File: config.mk
export PLATFORM = sky130hd
export DESIGN_NAME = mem_util_stat
export DESIGN_NICKNAME = d
export VERILOG_FILES = /design/src/rtl/mus_pkg.sv /design/src/rtl/mus_ctrl.sv /design/src/rtl/mus_datapath.sv /design/src/rtl/mem_util_stat.sv
export SDC_FILE = /design/constraint.sdc
export NUM_CORES = 1
export LEC_CHECK = 0
export ABC_CLOCK_PERIOD_IN_PS = 6800
export BUFFER_PORTS_ARGS = -buffer_cell sky130_fd_sc_hd__clkbuf_2
export CAP_MARGIN = 20
export CORE_MARGIN = 2
export CORE_UTILIZATION = 55
export CTS_BUF_LIST = sky130_fd_sc_hd__clkbuf_2
export CTS_CLUSTER_SIZE = 12
export DETAILED_ROUTE_END_ITERATION = 8
export GPL_TIMING_DRIVEN = 0
export PLACE_DENSITY = 0.75
export REMOVE_ABC_BUFFERS = 1
export SLEW_MARGIN = 15
export SYNTH_ARGS = -nofsm -noshare
export SYNTH_HDL_FRONTEND = slang
export SYNTH_HIERARCHICAL = 1
export SYNTH_SLANG_ARGS = --single-unit
File: constraint.sdc
create_clock -name clk -period 6.8 [get_ports clk]
set_input_delay 0.34 -clock clk [delete_from_list [all_inputs] [get_ports clk]]
set_output_delay 0.34 -clock clk [all_outputs]
set_load 0.05 [all_outputs]
File: src/rtl/mus_pkg.sv
package mus_pkg;
  localparam int ADDR_W  = 2;
  localparam int CMD_LSB = 8;

  localparam logic [ADDR_W-1:0] ADDR_CTRL  = 2'd0;
  localparam logic [ADDR_W-1:0] ADDR_LIMIT = 2'd1;
  localparam logic [ADDR_W-1:0] ADDR_BUSY  = 2'd2;
  localparam logic [ADDR_W-1:0] ADDR_TOTAL = 2'd3;

  typedef enum logic [1:0] {
    CMD_IDLE   = 2'd0,
    CMD_CLEAR  = 2'd1,
    CMD_FREEZE = 2'd2,
    CMD_RUN    = 2'd3
  } musCmd_t;

  // strobes from control to datapath
  typedef struct packed {
    logic clr;
    logic run;
  } musStrobe_t;
endpackage

File: src/rtl/mus_ctrl.sv
module mus_ctrl
  import mus_pkg::*;
#(
  parameter int DATA_W = 32,
  parameter logic [DATA_W-1:0] LIMIT_RST = '1
) (
  input  logic              clk,
  input  logic              rstN,
  input  logic              regWr,
  input  logic              regRd,
  input  logic [ADDR_W-1:0] regAddr,
  input  logic [DATA_W-1:0] regWrData,
  input  logic [DATA_W-1:0] busyCnt,
  input  logic [DATA_W-1:0] totalCnt,
  output musStrobe_t        strb,
  output logic [DATA_W-1:0] limitReg,
  output logic [DATA_W-1:0] regRdData
);
  musCmd_t cmdReg;
  logic [DATA_W-1:0] ctrlView;
  logic [DATA_W-1:0] rdMux;

  always_ff @(posedge clk) begin
    if (!rstN) begin
      cmdReg   <= CMD_IDLE;
      limitReg <= LIMIT_RST;
    end else if (regWr) begin
      if (regAddr == ADDR_CTRL)
        cmdReg <= musCmd_t'(regWrData[CMD_LSB +: 2]);
      else if (regAddr == ADDR_LIMIT)
        limitReg <= regWrData;
    end
  end

  always_comb begin
    strb.clr = (cmdReg == CMD_CLEAR);
    strb.run = (cmdReg == CMD_RUN);
  end

  always_comb begin
    ctrlView = '0;
    ctrlView[CMD_LSB +: 2] = cmdReg;
  end

  always_comb begin
    unique case (regAddr)
      ADDR_CTRL:  rdMux = ctrlView;
      ADDR_LIMIT: rdMux = limitReg;
      ADDR_BUSY:  rdMux = busyCnt;
      default:    rdMux = totalCnt;
    endcase
  end

  always_ff @(posedge clk) begin
    if (!rstN)      regRdData <= '0;
    else if (regRd) regRdData <= rdMux;
  end
endmodule

File: src/rtl/mus_datapath.sv
module mus_datapath
  import mus_pkg::*;
#(
  parameter int DATA_W = 32
) (
  input  logic              clk,
  input  logic              rstN,
  input  musStrobe_t        strb,
  input  logic              reqAccept,
  input  logic [DATA_W-1:0] limitReg,
  output logic [DATA_W-1:0] busyCnt,
  output logic [DATA_W-1:0] totalCnt
);
  logic atLimit;
  logic advance;

  assign atLimit = (totalCnt >= limitReg);
  assign advance = strb.run && !atLimit;

  always_ff @(posedge clk) begin
    if (!rstN || strb.clr) begin
      busyCnt  <= '0;
      totalCnt <= '0;
    end else if (advance) begin
      totalCnt <= totalCnt + 1'b1;
      if (reqAccept) busyCnt <= busyCnt + 1'b1;
    end
  end
endmodule

File: src/rtl/mem_util_stat.sv
module mem_util_stat
  import mus_pkg::*;
#(
  parameter int DATA_W = 32,
  parameter logic [DATA_W-1:0] LIMIT_RST = '1
) (
  input  logic              clk,
  input  logic              rstN,
  input  logic              regWr,
  input  logic              regRd,
  input  logic [1:0]        regAddr,
  input  logic [DATA_W-1:0] regWrData,
  output logic [DATA_W-1:0] regRdData,
  input  logic              reqAccept
);
  musStrobe_t        strb;
  logic [DATA_W-1:0] limitReg;
  logic [DATA_W-1:0] busyCnt;
  logic [DATA_W-1:0] totalCnt;

  mus_ctrl #(.DATA_W(DATA_W), .LIMIT_RST(LIMIT_RST)) uCtrl (
    .clk(clk), .rstN(rstN), .regWr(regWr), .regRd(regRd),
    .regAddr(regAddr), .regWrData(regWrData),
    .busyCnt(busyCnt), .totalCnt(totalCnt),
    .strb(strb), .limitReg(limitReg), .regRdData(regRdData)
  );

  mus_datapath #(.DATA_W(DATA_W)) uDp (
    .clk(clk), .rstN(rstN), .strb(strb), .reqAccept(reqAccept),
    .limitReg(limitReg), .busyCnt(busyCnt), .totalCnt(totalCnt)
  );
endmodule

Word-level counts from Yosys, hierarchy flattened
Cells that the tools add are included.
{"block": "op_classes", "mux": 1, "n_lt_le_gt_ge": 1, "eq_ne": 4, "bitwise": 1, "reduce_logical": 8, "n_addsub": 2}
{"operator": "$pmux W32 S3", "count": 1}
{"operator": "$add A32 B1 Y32 const B", "count": 2}
{"operator": "$ge A32 B32 Y1", "count": 1}
{"operator": "$eq A2 B1 Y1 const B", "count": 2}
{"operator": "$eq A2 B2 Y1 const B", "count": 2}
{"operator": "$reduce_and A2 Y1", "count": 2}
{"operator": "$reduce_and A3 Y1", "count": 1}
{"operator": "$logic_not A1 Y1", "count": 2}
{"operator": "$logic_not A2 Y1", "count": 1}
{"operator": "$logic_and A1 B1 Y1", "count": 1}
{"operator": "$logic_or A1 B1 Y1", "count": 1}
{"operator": "$not A1 Y1", "count": 1}
{"block": "word_totals", "regBits": 130, "word_cells": 22}

Logic depth before layout (Yosys ltp)
{"block": "logic_depth", "ltp_word": 4, "mapped_depth": 11, "mapped_depth_nobuf": 9}

Cells and area by module
The synthesis kept the hierarchy.
{"module": "mus_datapath", "cells_per_inst": 493, "seq_area_each_um2": 1281.2, "area_each_um2": 3932.5, "instances": 1}
{"module": "mus_ctrl", "cells_per_inst": 360, "seq_area_each_um2": 1321.3, "area_each_um2": 2961.6, "instances": 1}

Least setup slack after synthesis
Ideal clock, no wire load.
{"block": "synth_timing", "kind": "reg2reg", "from": "register uDp.totalCnt[0]", "to": "register uDp.totalCnt[29]", "period_less_slack_ns": 2.799, "arrival_ns": 2.728, "path_slack_ns": 4.001, "path_stages_with_launch": 11, "setup_time_ns": 0.070, "path_cell_list": "dfxtp_1 > inv_1 > ha_1 > nand2b_1 > a2111o_1 > a311oi_1 > a31oi_1 > or4_4 > buf_2 > or3_1 > a21oi_1"}
{"block": "synth_between", "elab_chain_cells": 3}
{"item": "start: declaration", "line": "mus_datapath.sv:12", "text": "output logic [DATA_W-1:0] totalCnt"}
{"item": "start signal: assignment", "line": "mus_datapath.sv:25", "text": "totalCnt <= totalCnt + 1'b1;"}
{"item": "$ge A32 B32 Y1", "line": "mus_datapath.sv:17", "text": "assign atLimit = (totalCnt >= limitReg);"}
{"item": "$logic_not A1 Y1", "line": "mus_datapath.sv:18", "text": "assign advance = strb.run && !atLimit;"}
{"item": "$logic_and A1 B1 Y1", "line": "mus_datapath.sv:18"}
Parallel ways exist; a longest one is shown, timed or not.
A chain may end at the register's enable or synchronous reset.

Worst setup path after layout
{"block": "layout_timing", "from": "register uDp.totalCnt[0]", "to": "register uDp.busyCnt[17]"}
{"block": "layout_between", "elab_chain_cells": 4}
{"item": "$ge A32 B32 Y1", "line": "mus_datapath.sv:17"}
{"item": "$logic_not A1 Y1", "line": "mus_datapath.sv:18"}
{"item": "$logic_and A1 B1 Y1", "line": "mus_datapath.sv:18"}
{"item": "$reduce_and A2 Y1 (no source line)"}
{"item": "end signal: assignment", "line": "mus_datapath.sv:26", "text": "if (reqAccept) busyCnt <= busyCnt + 1'b1;"}
{"item": "end: declaration", "line": "mus_datapath.sv:11", "text": "output logic [DATA_W-1:0] busyCnt,"}
No other way between the ends.

==> summary.txt <==
Pwr
  • Power per cell area: about 180 mW/mm²
  • Peak supply drop: roughly 0.17 mV
  • Static leakage: around 3.4 nW

STA
  • Setup TNS after final layout: 0 ns
  • Final Skew: just under 0.04 ns
  • Slew HR: 0.325
  • Fin. Hold Viols: 0
  • Final setup fails: 0
  • Slew @ Worst Pin: between 1 and 1.5 ns
  • Fin crit share: 0.554
  • RSZ-0062 raised after global routing: false
  • Max Freq: between 200 and 300 MHz
  • Post-layout min period: between 3 and 4 ns
  • Final Max Tran Viols: 0

Yosys
  • Mapped Area: 0.00689 mm²
  • Sequential-to-total area share from yosys stat: 0.377
  • Synth Warn #: 6
  • Post-synth EDFFs: 0
  • Post-Syn Instances: approximately 850
  • Netlist cell types: 54
  • Mean Syn Cell Area: between 8 and 9 µm²
  • Top FF cell, synth: dfxtp_1
  • Async SR Flop Fraction: 0
  • Flops & latches, synth: 130

Critical path
  • Critical Path AT: 4.41 ns
  • CP Max Fanout: 49
  • Setup crit start: uDp/totalCnt[0]$_SDFFE_PP0P_
  • Setup crit end kind: flop
  • Critical setup path kind: flop to flop
  • Critical Path Start Type: flop
  • Crit path required time: about 7.4 ns
  • Reg-to-reg startpoint: uDp/totalCnt[0]$_SDFFE_PP0P_

Hold path
  • HP Class: primary input to flop
  • Hold_sp: regWr

Die
  • Rows: 40
  • Std-Cell Core Area: ~0.012 mm²
  • I/O pin total: 71
  • Initial Util: 0.569
  • DIE HEIGHT: about 120 µm
  • Die ar.: roughly 0.013 mm²
  • Die W: between 100 and 150 µm

Drt
  • DR vias: 6432
  • Wire per inst: about 15 µm
  • Via density: approximately 5.8
  • Post-Route WL: approximately 17000 µm
  • DRT iter0 DRCs: between 400 and 500
  • Pre-antenna DRT Iters: 8
  • Antenna-violating nets left: 0
  • DRC viols: 0

Clock tree
  • # hold bufs at CTS: 33
  • CTS tree: built
  • Number of CTS-inserted buffers: 17
  • Root buf cell: clkbuf_2
  • Max clock buf depth: 2
  • H-tree depth: 4
  • Post-CTS setup buffers: 0
  • Clock sink total: 130
  • Post-cts resize count: 0
  • Clock latency on the worst-skew pair: 0.73 ns
  • Clock transition at path regs: 0.20 ns

GRT
  • Gr ovfl total: 0
  • Global-route wire length before repair: between 20000 and 30000 µm
  • Number of global-route vias before repair: roughly 6000
  • Largest net degree at the start of global routing: 69
  • Gr usage total: 0.263
  • Initial antenna violation count: 0

Flow run
  • Max-cap violations: 0

Layout
  • Fill count: about 1100
  • Seq. cell area: around 0.0026 mm²
  • Layout cells sized above 1: 0.167
  • ANT cells: 0
  • Area added between synthesis and finish: 14.5%
  • Nets: about 1000
  • Design area: roughly 0.0079 mm²
  • Area occupied by multi-input gates: approximately 0.0039 mm²

Placed design
  • Post-DP Area: just over 0.007 mm²
  • I/O Buffers: 70
  • Gpl congestion: just over 0.8
  • Hpwl dp: around 11000 µm

Outcome
  • Outcome: complete, no violations
==> per-stage QoR <==
step                setup slack, ns  hold slack, ns  power (W)  utilization  instances
floorplan                      3.43           0.412   0.000909            -        798
global placement               2.29           0.463   0.000962        0.593       1036
detailed placement             3.12           0.477   0.000970        0.600       1041
CTS                            3.05          0.0993    0.00146        0.646       1105
global route                   2.83          0.0686    0.00152        0.652       1109
finish                         3.03           0.126    0.00145        0.652       1109
==> flip-flops by register name, summed over array words and instances (netlist names) <==
register / count
uCtrl/regRdData: 32
uDp/busyCnt: 32
uCtrl/limitReg: 32
uCtrl/cmdReg: 2
uDp/totalCnt: 32
==> layout make-up <==
cell class | count | area share
clock inverters | 7 | 0.0138
well taps | 168 | 0.0266
repair buffers | 112 | 0.103
inverters | 50 | 0.0238
multi-input cells | 618 | 0.488
flip-flops and latches | 130 | 0.330
clock buffers | 24 | 0.0152
==> report_power, final <==
part,internal [W],switching [W]
combinational,0.0000614,0.000113
clock,0.000211,0.000268
sequential,0.000785,0.0000135
total,0.00106,0.000395
==> critical path, cell delays in order, from the launching register on <==
cell	delay, ns
dfxtp_1	0.48
inv_1	0.07
ha_1	0.26
nand2b_1	0.15
a2111o_1	0.41
a311oi_1	0.37
a31oi_1	0.27
buf_4	0.24
or2_2	0.63
or4_1	0.63
a21oi_1	0.15
==> layer usage <==
metal | GRT usage | wire (µm)
met1 | 0.322 | 7660
met2 | 0.460 | 8390
met3 | 0.0617 | 878
met4 | 0.0786 | 178
met5 | 0 | 0
==> cells by family after synthesis <==
group / count (synthesis) / share of synthesized area
buffers and inverters: 105 / 0.0664
AOI/OAI and AO/OA: 194 / 0.166
adders and majority gates: 34 / 0.0617
DFF: 130 / 0.377
muxes: 36 / 0.0613
and+or+nand+nor: 346 / 0.257
xor gates and xnor gates: 8 / 0.0102
==> final timing paths <==
| path | slack (ns) | endpoint | cells after the start |
|---|---|---|---|
| worst max-delay path | 3.03 | uDp/busyCnt[17]$_SDFFE_PP0P_ | 10 |
| worst min-delay path | 0.13 | uCtrl/cmdReg[0]$_SDFFE_PN0P_ | 4 |
| worst max register to register | 3.03 | uDp/busyCnt[17]$_SDFFE_PP0P_ | 10 |
| worst min register to register | 0.49 | uCtrl/regRdData[31]$_SDFFE_PN0P_ | 2 |
==> cells in the final DEF, fill, tap and decap left out, types with 3 or more instances in the layout <==
| master | Yosys | final |
|---|---|---|
| nand2_1 | 153 | 153 |
| dfxtp_1 | 130 | 130 |
| clkbuf_2 | 0 | 93 |
| a21oi_1 | 64 | 64 |
| nand3_1 | 56 | 56 |
| o21ai_0 | 55 | 55 |
| inv_1 | 50 | 50 |
| dlygate4sd3_1 | 0 | 34 |
| ha_1 | 34 | 34 |
| a31oi_1 | 31 | 31 |
| mux2_2 | 30 | 30 |
| nand4_1 | 24 | 24 |
| or4_1 | 22 | 22 |
| o31ai_1 | 21 | 21 |
| nor2_1 | 15 | 15 |
| and4_1 | 11 | 11 |
| or3_1 | 11 | 11 |
| nand3b_1 | 8 | 8 |
| nor3_1 | 8 | 8 |
| xnor2_1 | 8 | 8 |
| nor2b_1 | 8 | 7 |
| and3_1 | 6 | 6 |
| a31o_2 | 6 | 6 |
| and2_1 | 5 | 5 |
| mux2i_1 | 4 | 4 |
| a21o_1 | 4 | 4 |
| bufinv_16 | 0 | 3 |
| clkinv_2 | 0 | 3 |
| nand2b_1 | 4 | 3 |
| nor4_1 | 3 | 3 |
| a21bo_2 | 3 | 3 |
==> cells in the mapped netlist (2+ instances only) <==
cell       number  share of area
nand2_1       153          0.083
dfxtp_1       130           0.38
a21oi_1        64          0.046
nand3_1        56          0.041
o21ai_0        55          0.040
inv_1          50          0.027
ha_1           34          0.062
clkbuf_1       32          0.017
a31oi_1        31          0.028
mux2_2         30          0.049
nand4_1        24          0.022
or4_1          22          0.024
o31ai_1        21          0.023
nor2_1         15         0.0082
buf_2          12         0.0087
and4_1         11          0.014
or3_1          11          0.010
nand3b_1        8         0.0087
nor2b_1         8         0.0073
nor3_1          8         0.0058
xnor2_1         8          0.010
a31o_2          6         0.0076
and3_1          6         0.0054
and2_1          5         0.0045
a21o_1          4         0.0044
buf_1           4         0.0022
mux2i_1         4         0.0058
nand2b_1        4         0.0036
a21bo_2         3         0.0044
buf_4           3         0.0033
clkbuf_8        3         0.0060
nor4_1          3         0.0027
mux4_2          2         0.0065
nand4bb_1       2         0.0033
nor3b_1         2         0.0022
Power figures use the tool's default switching activity.
